===== src/rtl/tlb_ad_pkg.sv =====
package tlb_ad_pkg;
  // control state: normal lookups, or stalled waiting for a flag update
  typedef enum logic {
    ST_RUN    = 1'b0,
    ST_ASSIST = 1'b1
  } tlb_state_e;

  // outcome of a lookup in the run state
  typedef enum logic [1:0] {
    LK_HIT    = 2'd0,
    LK_MISS   = 2'd1,
    LK_FAULT  = 2'd2,
    LK_ASSIST = 2'd3
  } lookup_e;
endpackage


===== src/rtl/tlb_ad_match.sv =====
module tlb_ad_match #(
  parameter int ENTRIES = 16,
  parameter int TAG_W   = 20,
  localparam int IDX_W  = $clog2(ENTRIES)
) (
  input  logic [ENTRIES-1:0]            valid,
  input  logic [ENTRIES-1:0][TAG_W-1:0] tags,
  input  logic [TAG_W-1:0]              key,
  output logic [ENTRIES-1:0]            match,
  output logic [IDX_W-1:0]              idx
);
  // parallel compare of all entries
  for (genvar g = 0; g < ENTRIES; g++) begin : g_cmp
    assign match[g] = valid[g] && (tags[g] == key);
  end

  // encode the matching slot (tags are unique among valid entries)
  always_comb begin
    idx = '0;
    for (int i = 0; i < ENTRIES; i++) begin
      if (match[i]) idx = idx | IDX_W'(i);
    end
  end
endmodule


===== src/rtl/tlb_ad_plru.sv =====
module tlb_ad_plru #(
  parameter int ENTRIES = 16,
  localparam int IDX_W  = $clog2(ENTRIES)
) (
  input  logic             clk,
  input  logic             rst,
  input  logic             touch_en,
  input  logic [IDX_W-1:0] touch_idx,
  output logic [IDX_W-1:0] victim_idx
);
  // heap-ordered tree, node 1 is the root; a bit of 1 points right
  logic tree_q [1:ENTRIES-1];
  logic tree_d [1:ENTRIES-1];

  always_comb begin
    logic [IDX_W-1:0] nd;
    nd = IDX_W'(1);
    victim_idx = '0;
    for (int l = 0; l < IDX_W; l++) begin
      victim_idx[IDX_W-1-l] = tree_q[nd];
      nd = {nd[IDX_W-2:0], tree_q[nd]};
    end
  end

  always_comb begin
    logic [IDX_W-1:0] nd;
    tree_d = tree_q;
    nd = IDX_W'(1);
    if (touch_en) begin
      for (int l = 0; l < IDX_W; l++) begin
        tree_d[nd] = ~touch_idx[IDX_W-1-l];
        nd = {nd[IDX_W-2:0], touch_idx[IDX_W-1-l]};
      end
    end
  end

  always_ff @(posedge clk) begin
    if (rst) begin
      for (int i = 1; i < ENTRIES; i++) tree_q[i] <= 1'b0;
    end else begin
      tree_q <= tree_d;
    end
  end

  // a freshly touched slot is never the next victim
  assert_touch_away_R10: assert property (@(posedge clk) disable iff (rst)
    touch_en |=> (victim_idx != $past(touch_idx)));
endmodule


===== src/rtl/tlb_ad.sv =====
module tlb_ad
  import tlb_ad_pkg::*;
#(
  parameter int VPN_W   = 20,
  parameter int PPN_W   = 16,
  parameter int ENTRIES = 16,
  localparam int IDX_W  = $clog2(ENTRIES)
) (
  input  logic             clk,
  input  logic             rst,
  input  logic             req_valid,
  input  logic [VPN_W-1:0] req_vpn,
  input  logic             req_store,
  output logic             req_ready,
  output logic             resp_valid,
  output logic             resp_hit,
  output logic             resp_miss,
  output logic             resp_fault,
  output logic [PPN_W-1:0] resp_ppn,
  output logic             upd_req,
  output logic [VPN_W-1:0] upd_vpn,
  output logic             upd_dirty,
  input  logic             upd_ack,
  input  logic             fill_valid,
  input  logic [VPN_W-1:0] fill_vpn,
  input  logic [PPN_W-1:0] fill_ppn,
  input  logic             fill_writable,
  input  logic             fill_store,
  input  logic             flush_all,
  input  logic             flush_one,
  input  logic [VPN_W-1:0] flush_vpn
);
  // entry storage
  logic [ENTRIES-1:0]            valid_q;
  logic [ENTRIES-1:0][VPN_W-1:0] vpn_q;
  logic [ENTRIES-1:0][PPN_W-1:0] ppn_q;
  logic [ENTRIES-1:0]            wr_q, acc_q, dirty_q;

  tlb_state_e       state_q;
  logic [IDX_W-1:0] sav_idx_q;

  // lookup and flush compares
  logic [ENTRIES-1:0] m_match, f_match;
  logic [IDX_W-1:0]   m_idx, f_idx;
  logic               m_hit;

  tlb_ad_match #(.ENTRIES(ENTRIES), .TAG_W(VPN_W)) u_lookup (
    .valid(valid_q), .tags(vpn_q), .key(req_vpn), .match(m_match), .idx(m_idx));
  tlb_ad_match #(.ENTRIES(ENTRIES), .TAG_W(VPN_W)) u_flush (
    .valid(valid_q), .tags(vpn_q), .key(flush_vpn), .match(f_match), .idx(f_idx));

  assign m_hit     = |m_match;
  assign req_ready = (state_q == ST_RUN);

  // classify the lookup: permission first, then the cached flags
  lookup_e lk;
  always_comb begin
    if (!m_hit)                                            lk = LK_MISS;
    else if (req_store && !wr_q[m_idx])                    lk = LK_FAULT;
    else if (!acc_q[m_idx] || (req_store && !dirty_q[m_idx])) lk = LK_ASSIST;
    else                                                   lk = LK_HIT;
  end

  // slot for a fill: lowest empty slot, else the pseudo-LRU victim
  logic [IDX_W-1:0] free_idx, victim_idx, fill_idx;
  logic             has_free;
  always_comb begin
    free_idx = '0;
    has_free = 1'b0;
    for (int i = ENTRIES - 1; i >= 0; i--) begin
      if (!valid_q[i]) begin
        free_idx = IDX_W'(i);
        has_free = 1'b1;
      end
    end
  end
  assign fill_idx = has_free ? free_idx : victim_idx;

  logic             lookup_go, ack_go, touch_en;
  logic [IDX_W-1:0] touch_idx;
  assign lookup_go = (state_q == ST_RUN) && req_valid;
  assign ack_go    = (state_q == ST_ASSIST) && upd_ack;
  assign touch_en  = fill_valid || (lookup_go && m_hit);
  assign touch_idx = fill_valid ? fill_idx : m_idx;

  tlb_ad_plru #(.ENTRIES(ENTRIES)) u_plru (
    .clk(clk), .rst(rst), .touch_en(touch_en),
    .touch_idx(touch_idx), .victim_idx(victim_idx));

  // control, validity and registered outputs
  always_ff @(posedge clk) begin
    if (rst) begin
      state_q    <= ST_RUN;
      sav_idx_q  <= '0;
      valid_q    <= '0;
      resp_valid <= 1'b0;
      resp_hit   <= 1'b0;
      resp_miss  <= 1'b0;
      resp_fault <= 1'b0;
      resp_ppn   <= '0;
      upd_req    <= 1'b0;
      upd_vpn    <= '0;
      upd_dirty  <= 1'b0;
    end else begin
      resp_valid <= 1'b0;
      resp_hit   <= 1'b0;
      resp_miss  <= 1'b0;
      resp_fault <= 1'b0;
      if (lookup_go) begin
        case (lk)
          LK_HIT: begin
            resp_valid <= 1'b1;
            resp_hit   <= 1'b1;
            resp_ppn   <= ppn_q[m_idx];
          end
          LK_MISS: begin
            resp_valid <= 1'b1;
            resp_miss  <= 1'b1;
          end
          LK_FAULT: begin
            resp_valid <= 1'b1;
            resp_fault <= 1'b1;
          end
          default: begin
            state_q   <= ST_ASSIST;
            sav_idx_q <= m_idx;
            upd_req   <= 1'b1;
            upd_vpn   <= req_vpn;
            upd_dirty <= req_store;
          end
        endcase
      end
      if (ack_go) begin
        state_q    <= ST_RUN;
        upd_req    <= 1'b0;
        resp_valid <= 1'b1;
        resp_hit   <= 1'b1;
        resp_ppn   <= ppn_q[sav_idx_q];
      end
      if (flush_all) valid_q <= '0;
      else if (flush_one && |f_match) valid_q[f_idx] <= 1'b0;
      if (fill_valid) valid_q[fill_idx] <= 1'b1;
    end
  end

  // entry payload, no reset (gated by valid_q)
  always_ff @(posedge clk) begin
    if (fill_valid) begin
      vpn_q[fill_idx]   <= fill_vpn;
      ppn_q[fill_idx]   <= fill_ppn;
      wr_q[fill_idx]    <= fill_writable;
      acc_q[fill_idx]   <= 1'b1;
      dirty_q[fill_idx] <= fill_store;
    end
    if (ack_go) begin
      acc_q[sav_idx_q] <= 1'b1;
      if (upd_dirty) dirty_q[sav_idx_q] <= 1'b1;
    end
  end

  // results are mutually exclusive
  assert_one_result_R2: assert property (@(posedge clk) disable iff (rst)
    resp_valid |-> $onehot({resp_hit, resp_miss, resp_fault}));

  // an update request holds with its page until acknowledged
  assert_upd_hold_R5: assert property (@(posedge clk) disable iff (rst)
    (upd_req && !upd_ack) |=> (upd_req && $stable(upd_vpn)));

  // acknowledge replays the stalled access as a hit
  assert_replay_R6: assert property (@(posedge clk) disable iff (rst)
    (upd_req && upd_ack) |=> (resp_valid && resp_hit && !upd_req));

  // flush of everything empties the buffer
  assert_flush_all_R8: assert property (@(posedge clk) disable iff (rst)
    (flush_all && !fill_valid) |=> (valid_q == '0));

  // no result while the block is stalled
  assert_busy_quiet_R11: assert property (@(posedge clk) disable iff (rst)
    !req_ready |-> !resp_valid);
endmodule


===== config.mk =====
export PLATFORM = sky130hd
export DESIGN_NAME = tlb_ad
export DESIGN_NICKNAME = d
export VERILOG_FILES = /design/src/rtl/tlb_ad_pkg.sv /design/src/rtl/tlb_ad_match.sv /design/src/rtl/tlb_ad_plru.sv /design/src/rtl/tlb_ad.sv
export SDC_FILE = /design/constraint.sdc
export NUM_CORES = 2
export LEC_CHECK = 0
export ABC_CLOCK_PERIOD_IN_PS = 7800
export BUFFER_PORTS_ARGS = -buffer_cell sky130_fd_sc_hd__buf_4
export CORE_MARGIN = 10
export CORE_UTILIZATION = 50
export CTS_BUF_LIST = sky130_fd_sc_hd__clkbuf_4 sky130_fd_sc_hd__clkbuf_8
export DETAILED_ROUTE_END_ITERATION = 6
export GPL_ROUTABILITY_DRIVEN = 0
export PLACE_DENSITY = 0.66
export SETUP_SLACK_MARGIN = 0.2
export SLEW_MARGIN = 0
export SYNTH_ARGS = -nofsm -noshare
export SYNTH_HDL_FRONTEND = slang
export SYNTH_SLANG_ARGS = --single-unit

===== constraint.sdc =====
create_clock -name clk -period 7.8 [get_ports clk]
set_input_delay 2.34 -clock clk [delete_from_list [all_inputs] [get_ports clk]]
set_output_delay 2.34 -clock clk [all_outputs]
set_load 0.05 [all_outputs]

# Yosys cells after proc, flatten, opt, wreduce, memory -nomap -nowiden
# Index checks and enable logic that the tools add are counted.
# totals
regBits	701
in_bits	86
elab_cells	317
# op_classes
magnitude_cmp	16
n_eq_ne	34
n_mux	129
n_bitwise	19
reduce_logical	59
# ops
op	count
20-bit == test	32
320-bit bitwise mux	1
256-bit bitwise mux	1
16-bit two-way mux	15
4-bit two-way mux	34
16-bit binary-select mux with 4-bit select	2
20-bit demux with 4-bit select	1
16-bit demux with 4-bit select	1
16-bit bitwise OR	4
15-bit bitwise mux	3
1-bit logical AND	44
1-bit two-way mux	41
16-bit bitwise mux	2
16-bit OR reduction	2
5-bit >= comparator (second input constant)	6
1-bit binary-select mux with 4-bit select	6
1-bit demux with 4-bit select	6
3-bit two-way mux	8
4-bit by 5-bit < comparator with 1-bit output (second input constant)	4
20-bit two-way mux	1
16-bit bitwise AND	1
16-bit NOT	1
5-bit by 1-bit < comparator with 1-bit output (second input constant)	3
2-bit two-way mux	7
other kinds (14)	31

# Depth between registers and ports, before layout
# logic_depth
word_depth	30
depth_mapped	17
mapped_depth_nobuf	12

# Cells and area by module
# From an unflattened synthesis, not the netlist that was laid out.
# unflattened
hier_cells	2404
hier_area_um2	35383.9
# modules_own_cells
mod	n_inst	cells_each	area_each_um2	seq_area_each_um2
tlb_ad	1	1341	26372.8	19658.9
tlb_ad_match	2	494	4139.0	0.0
tlb_ad_plru	1	75	733.2	300.3

# Worst setup path after synthesis
# OpenSTA, ideal clock, no wires.
# synth_path
path_type	input -> register
startpoint	input port fill_valid
endpoint	register dirty_q[14]
t_arrival_ns	7.111
t_required_ns	7.674
path_slack_ns	0.562
path_stages	5
n_path_buf	0
cell_sequence	inv_1 -> or3_1 -> nor4_1 -> mux2i_1 -> o21ai_0
# synth_via
elab_chain_len	4
# synth_lines
item	line	rtl
from (decl)	tlb_ad.sv:24	input logic fill_valid,
16-bit two-way mux *	tlb_ad.sv:148	if (fill_valid) begin
16-bit bitwise OR (no line)	-	
16-bit two-way mux	tlb_ad.sv:157	if (upd_dirty) dirty_q[sav_idx_q] <= 1'b1;
16-bit two-way mux *	tlb_ad.sv:155	if (ack_go) begin
to (signal, indexed assignment)	tlb_ad.sv:153	dirty_q[fill_idx] <= fill_store;
to (decl)	tlb_ad.sv:37	logic [ENTRIES-1:0] wr_q, acc_q, dirty_q;
# Mark *: on every way between the ends. The rest lies on a longest branch, timed or not.
# A chain may end at the register's enable or synchronous reset.

# Worst setup path in the final report
# layout_path
startpoint	input port req_vpn[15]
endpoint	register resp_ppn[11]
# layout_via
elab_chain_len	28
elab_cells_between_ends	71
# layout_lines
item	line	rtl
from (decl)	tlb_ad.sv:12	input logic [VPN_W-1:0] req_vpn,
20-bit == test	tlb_ad_match.sv:14	assign match[g] = valid[g] && (tags[g] == key);
1-bit logical AND	tlb_ad_match.sv:14	
1-bit two-way mux	tlb_ad_match.sv:21	if (match[i]) idx = idx | IDX_W'(i);
2-bit two-way mux (2 in a row)	tlb_ad_match.sv:21	
3-bit two-way mux (4 in a row)	tlb_ad_match.sv:21	
4-bit two-way mux (8 in a row)	tlb_ad_match.sv:21	
1-bit binary-select mux with 4-bit select	tlb_ad.sv:60	else if (!acc_q[m_idx] || (req_store && !dirty_q[m_idx])) lk = LK_ASSIST;
1-bit two-way mux (not written as such)	tlb_ad.sv:60	
1-bit logical NOT	tlb_ad.sv:60	
1-bit logical AND	tlb_ad.sv:60	
1-bit logical OR	tlb_ad.sv:60	
2-bit two-way mux	tlb_ad.sv:60	
2-bit two-way mux	tlb_ad.sv:59	else if (req_store && !wr_q[m_idx]) lk = LK_FAULT;
2-bit two-way mux	tlb_ad.sv:58	if (!m_hit) lk = LK_MISS;
2-bit logical NOT	tlb_ad.sv:110	case (lk)
2-bit nonzero test (no line)	-	
2-bit AND reduction (no line)	-	
to (signal assigned)	tlb_ad.sv:114	resp_ppn <= ppn_q[m_idx];
to (signal assigned)	tlb_ad.sv:138	resp_ppn <= ppn_q[sav_idx_q];
to (decl)	tlb_ad.sv:19	output logic [PPN_W-1:0] resp_ppn,
# Parallel ways exist; a longest one is shown, timed or not. The select of a mux whose other input is x is not followed.

==> results.rst <==
.. list-table::
   :header-rows: 1

   * - Metric
     - Value
   * - Result of the run
     - finished clean
   * - Cell count along the critical path
     - 14
   * - Number of buffers and inverters on the critical path
     - 3
   * - Commonest cells in the synthesized netlist
     - 592 x sky130_fd_sc_hd__edfxtp_1, 475 x sky130_fd_sc_hd__xnor2_1, 169 x sky130_fd_sc_hd__nand2_1
   * - Hold Crit Depth
     - 1
   * - X dimension of the die
     - 288 um
   * - Number of buffers inserted by hold repair at cts
     - 0
   * - Startpoint of the tightest hold check path
     - acc_q[10]
   * - Final critical-path required period
     - 6.06 ns
   * - CP arrival
     - 6.71 ns
   * - Least-Margin Pin Slew
     - 1.23 ns
   * - Most used flip-flop cell after synthesis
     - sky130_fd_sc_hd__edfxtp_1
   * - Number of slew-limit violations in the final report
     - 0
   * - Setup_tns
     - 0 ns
   * - Number of nets in the layout
     - 2989
   * - Multi-input gate area
     - 0.0150 mm^2
   * - Total CTS buffers
     - 115
   * - Fmax
     - 165 MHz
   * - Highest signal layer in the routed design
     - met5
   * - Average footprint of a synthesized cell
     - 12.8 um^2
   * - Critical Path Sink Type
     - register
   * - Cell Count Post-Placement
     - 3736
   * - Sequential standard cell area
     - 0.0200 mm^2
   * - Leakage Power
     - 12.9 nW
   * - Number of setup buffers added after CTS
     - 0
   * - Cell Area, Synth
     - 0.0358 mm^2
   * - Clock root cell
     - sky130_fd_sc_hd__clkbuf_8
   * - Average via count per standard cell
     - 6.57
   * - Cell count of the worst reg-to-reg path
     - 13
   * - Die Footprint
     - 0.0827 mm^2
   * - Initial DRT Pass Iterations
     - 5
   * - Worst-path fanout max
     - 27
   * - Endpoints failing setup
     - 0
   * - Metal1 wirelength
     - 45800 um
   * - Hold violation count in the final report
     - 0
   * - Data required time of the worst path
     - 8.45 ns
   * - Effective utilization at floorplan
     - 0.502
   * - Number of clock sinks seen by CTS
     - 701
   * - Aggregate global-route resource usage
     - 0.287
   * - Number of distinct library cells after synthesis
     - 72
   * - Total of flip-flops plus latches after synthesis
     - 701
   * - Count of flip-flops with a built-in enable after synthesis
     - 592
   * - Startpoint of the worst register-to-register path
     - vpn_q[311]
   * - I/O pin cnt
     - 129
   * - Clock latency of the later-clocked register in the worst-skew pair
     - 0.78 ns
   * - Slowest Stage Delay on Critical Path
     - 0.53 ns
   * - Largest area contributor in the netlist
     - sky130_fd_sc_hd__edfxtp_1
   * - Area share of the largest cell type after synthesis
     - 0.497
   * - Setup repair after global routing missed its margin
     - false
   * - Antenna-violating nets left
     - 0
   * - Most frequent CP cell
     - sky130_fd_sc_hd__buf_4
   * - Cells traversed along the worst timing path
     - buf_4 > xor2_1 > or4b_1 > nor4_1 > a22oi_1 > nand4_1 > buf_4 > o21ai_1 > o22ai_1 > o21ai_0 > and4_4 > a21oi_4 > buf_4 > mux2i_1
   * - Slew Limit Headroom
     - 0.174
   * - Slowest stage cell, crit path
     - sky130_fd_sc_hd__or4b_1
   * - Placeable core region
     - 0.0712 mm^2
   * - Fraction of layout cells with a size suffix above 1
     - 0.179
   * - Launch point of the worst path
     - req_vpn[15]
   * - CP Launch Type
     - input pin
   * - Longest Clk Path Bufs
     - 3
   * - Wire length after detailed routing
     - 122000 um
   * - Post-cts repair resize count
     - 0
   * - TritonCTS clock tree
     - built
   * - Sum of overflow across all layers after global routing
     - 0
   * - H-tree levels
     - 3
   * - Detailed route wirelength on metal2
     - 54400 um
   * - Clock slew at reported path FFs
     - 0.07 ns
   * - Height of the die
     - 288 um
   * - DR DRC count
     - 0
   * - Number of instances in the synthesized netlist
     - 2804
   * - Class of the most critical setup path
     - input pin to register
   * - Largest net degree at the start of global routing
     - 105
   * - Cell with the most instances after synthesis
     - sky130_fd_sc_hd__edfxtp_1
   * - Async set-reset flop share out of synthesis
     - 0
   * - Synth warn
     - 0
   * - Antenna violations before repair
     - 9
   * - Standard-cell rows
     - 98
   * - Vias in the first global route
     - 25991
   * - Max cap viols
     - 0
   * - Family of cells with the greatest summed delay on the critical path
     - simple AND/OR/NAND/NOR gates
   * - Starting DRC count in detailed routing
     - 3457
   * - Net count after synthesis
     - 2890
   * - Routed wl met3
     - 14800 um
   * - Final worst-path cycle share
     - 0.777
   * - First-pass GRT wire length
     - 174000 um
   * - Worst vdd rail ir drop
     - 0.132 mV
   * - Leading post-synthesis cells by cell area
     - sky130_fd_sc_hd__edfxtp_1 50%, sky130_fd_sc_hd__xnor2_1 12%, sky130_fd_sc_hd__dfxtp_1 6.1%
   * - Non-filler instance count after layout
     - 3957
   * - PortBufs
     - 128
   * - Sequential element share of the synthesized area
     - 0.558
   * - Largest clock skew in the final design
     - 0.0566 ns
   * - Count of fill cells added during filler insertion
     - 5751
   * - Power density relative to cell area
     - 206 mW/mm^2
   * - Synth-to-Final Area Change
     - 11.8%
   * - Overall via count from detail_route
     - 25991
   * - Worst min-delay path category
     - register to register
   * - Routed wirelength normalized by instance count
     - 30.7 um
   * - Hpwl dp
     - 71300 um
==> per-stage QoR <==
step	setup WS (ns)	total power, mW	instance area [um^2]	utilization	hold WS, ns
after floorplan	0.562	4.54	35800	-	0.408
after global routing	1.63	8.48	40000	0.562	0.448
after detailed placement	1.14	4.77	37400	0.525	0.422
final	1.74	8.26	40000	0.562	0.439
after global placement	1.23	4.76	37400	0.525	0.427
after CTS	1.91	8.26	40000	0.562	0.438
==> registers in the layout (all words and copies together) (netlist names), 14 cells and up <==
| register | flops |
|---|---|
| vpn_q | 320 |
| valid_q | 16 |
| wr_q | 16 |
| resp_ppn | 16 |
| upd_vpn | 20 |
| u_plru.tree_q | 14 |
| ppn_q | 256 |
| acc_q | 16 |
| dirty_q | 16 |
==> layout by cell type (no fill, tap or decap), drive strengths merged, types with 77 or more instances in the layout <==
| master | Yosys | routed |
|---|---|---|
| mux2i | 77 | 77 |
| buf | 72 | 160 |
| nand4 | 152 | 152 |
| clkbuf | 106 | 175 |
| mux4 | 82 | 82 |
| nand3 | 84 | 84 |
| dfxtp | 109 | 109 |
| nand2 | 169 | 169 |
| edfxtp | 592 | 592 |
| nor4 | 81 | 81 |
| xor2 | 167 | 167 |
| o21ai | 85 | 85 |
| xnor2 | 475 | 475 |
==> cells by family (layout without fill, tap and decap cells) <==
group | after synthesis | after routing | share of synthesized area
AO/OA/AOI/OAI | 327 | 327 | 0.0592
XOR/XNOR | 642 | 642 | 0.157
buffers and inverters | 195 | 395 | 0.0243
flip-flops | 701 | 701 | 0.558
multiplexers | 208 | 208 | 0.0886
other | 0 | 3 | 0
AND/OR/NAND/NOR | 731 | 731 | 0.113
==> worst paths after layout <==
kind             endpoint  slack (ns)
min reg2reg     acc_q[10]        0.44
max          resp_ppn[11]        1.74
max reg2reg  resp_ppn[11]        3.38
min             acc_q[10]        0.44
==> layer usage <==
metal	up-vias	GRT usage
li1	10751	-
met1	12880	0.375
met2	1916	0.441
met3	440	0.0715
met4	4	0.146
met5	-	0
==> layout make-up <==
cell class,count,share of cell area
inverter,17,0.00159
multi-input combinational,1908,0.375
clock buffer,175,0.0547
clock inverter,43,0.00960
antenna,3,0.000188
sequential,701,0.499
tap,950,0.0297
timing repair buffer,160,0.0303
==> power breakdown <==
| part | switching [mW] | internal [mW] |
|---|---|---|
| clock | 1.57 | 1.97 |
| combinational | 0.406 | 0.195 |
| sequential | 0.0229 | 4.09 |
(Power assumes the default switching activity.)
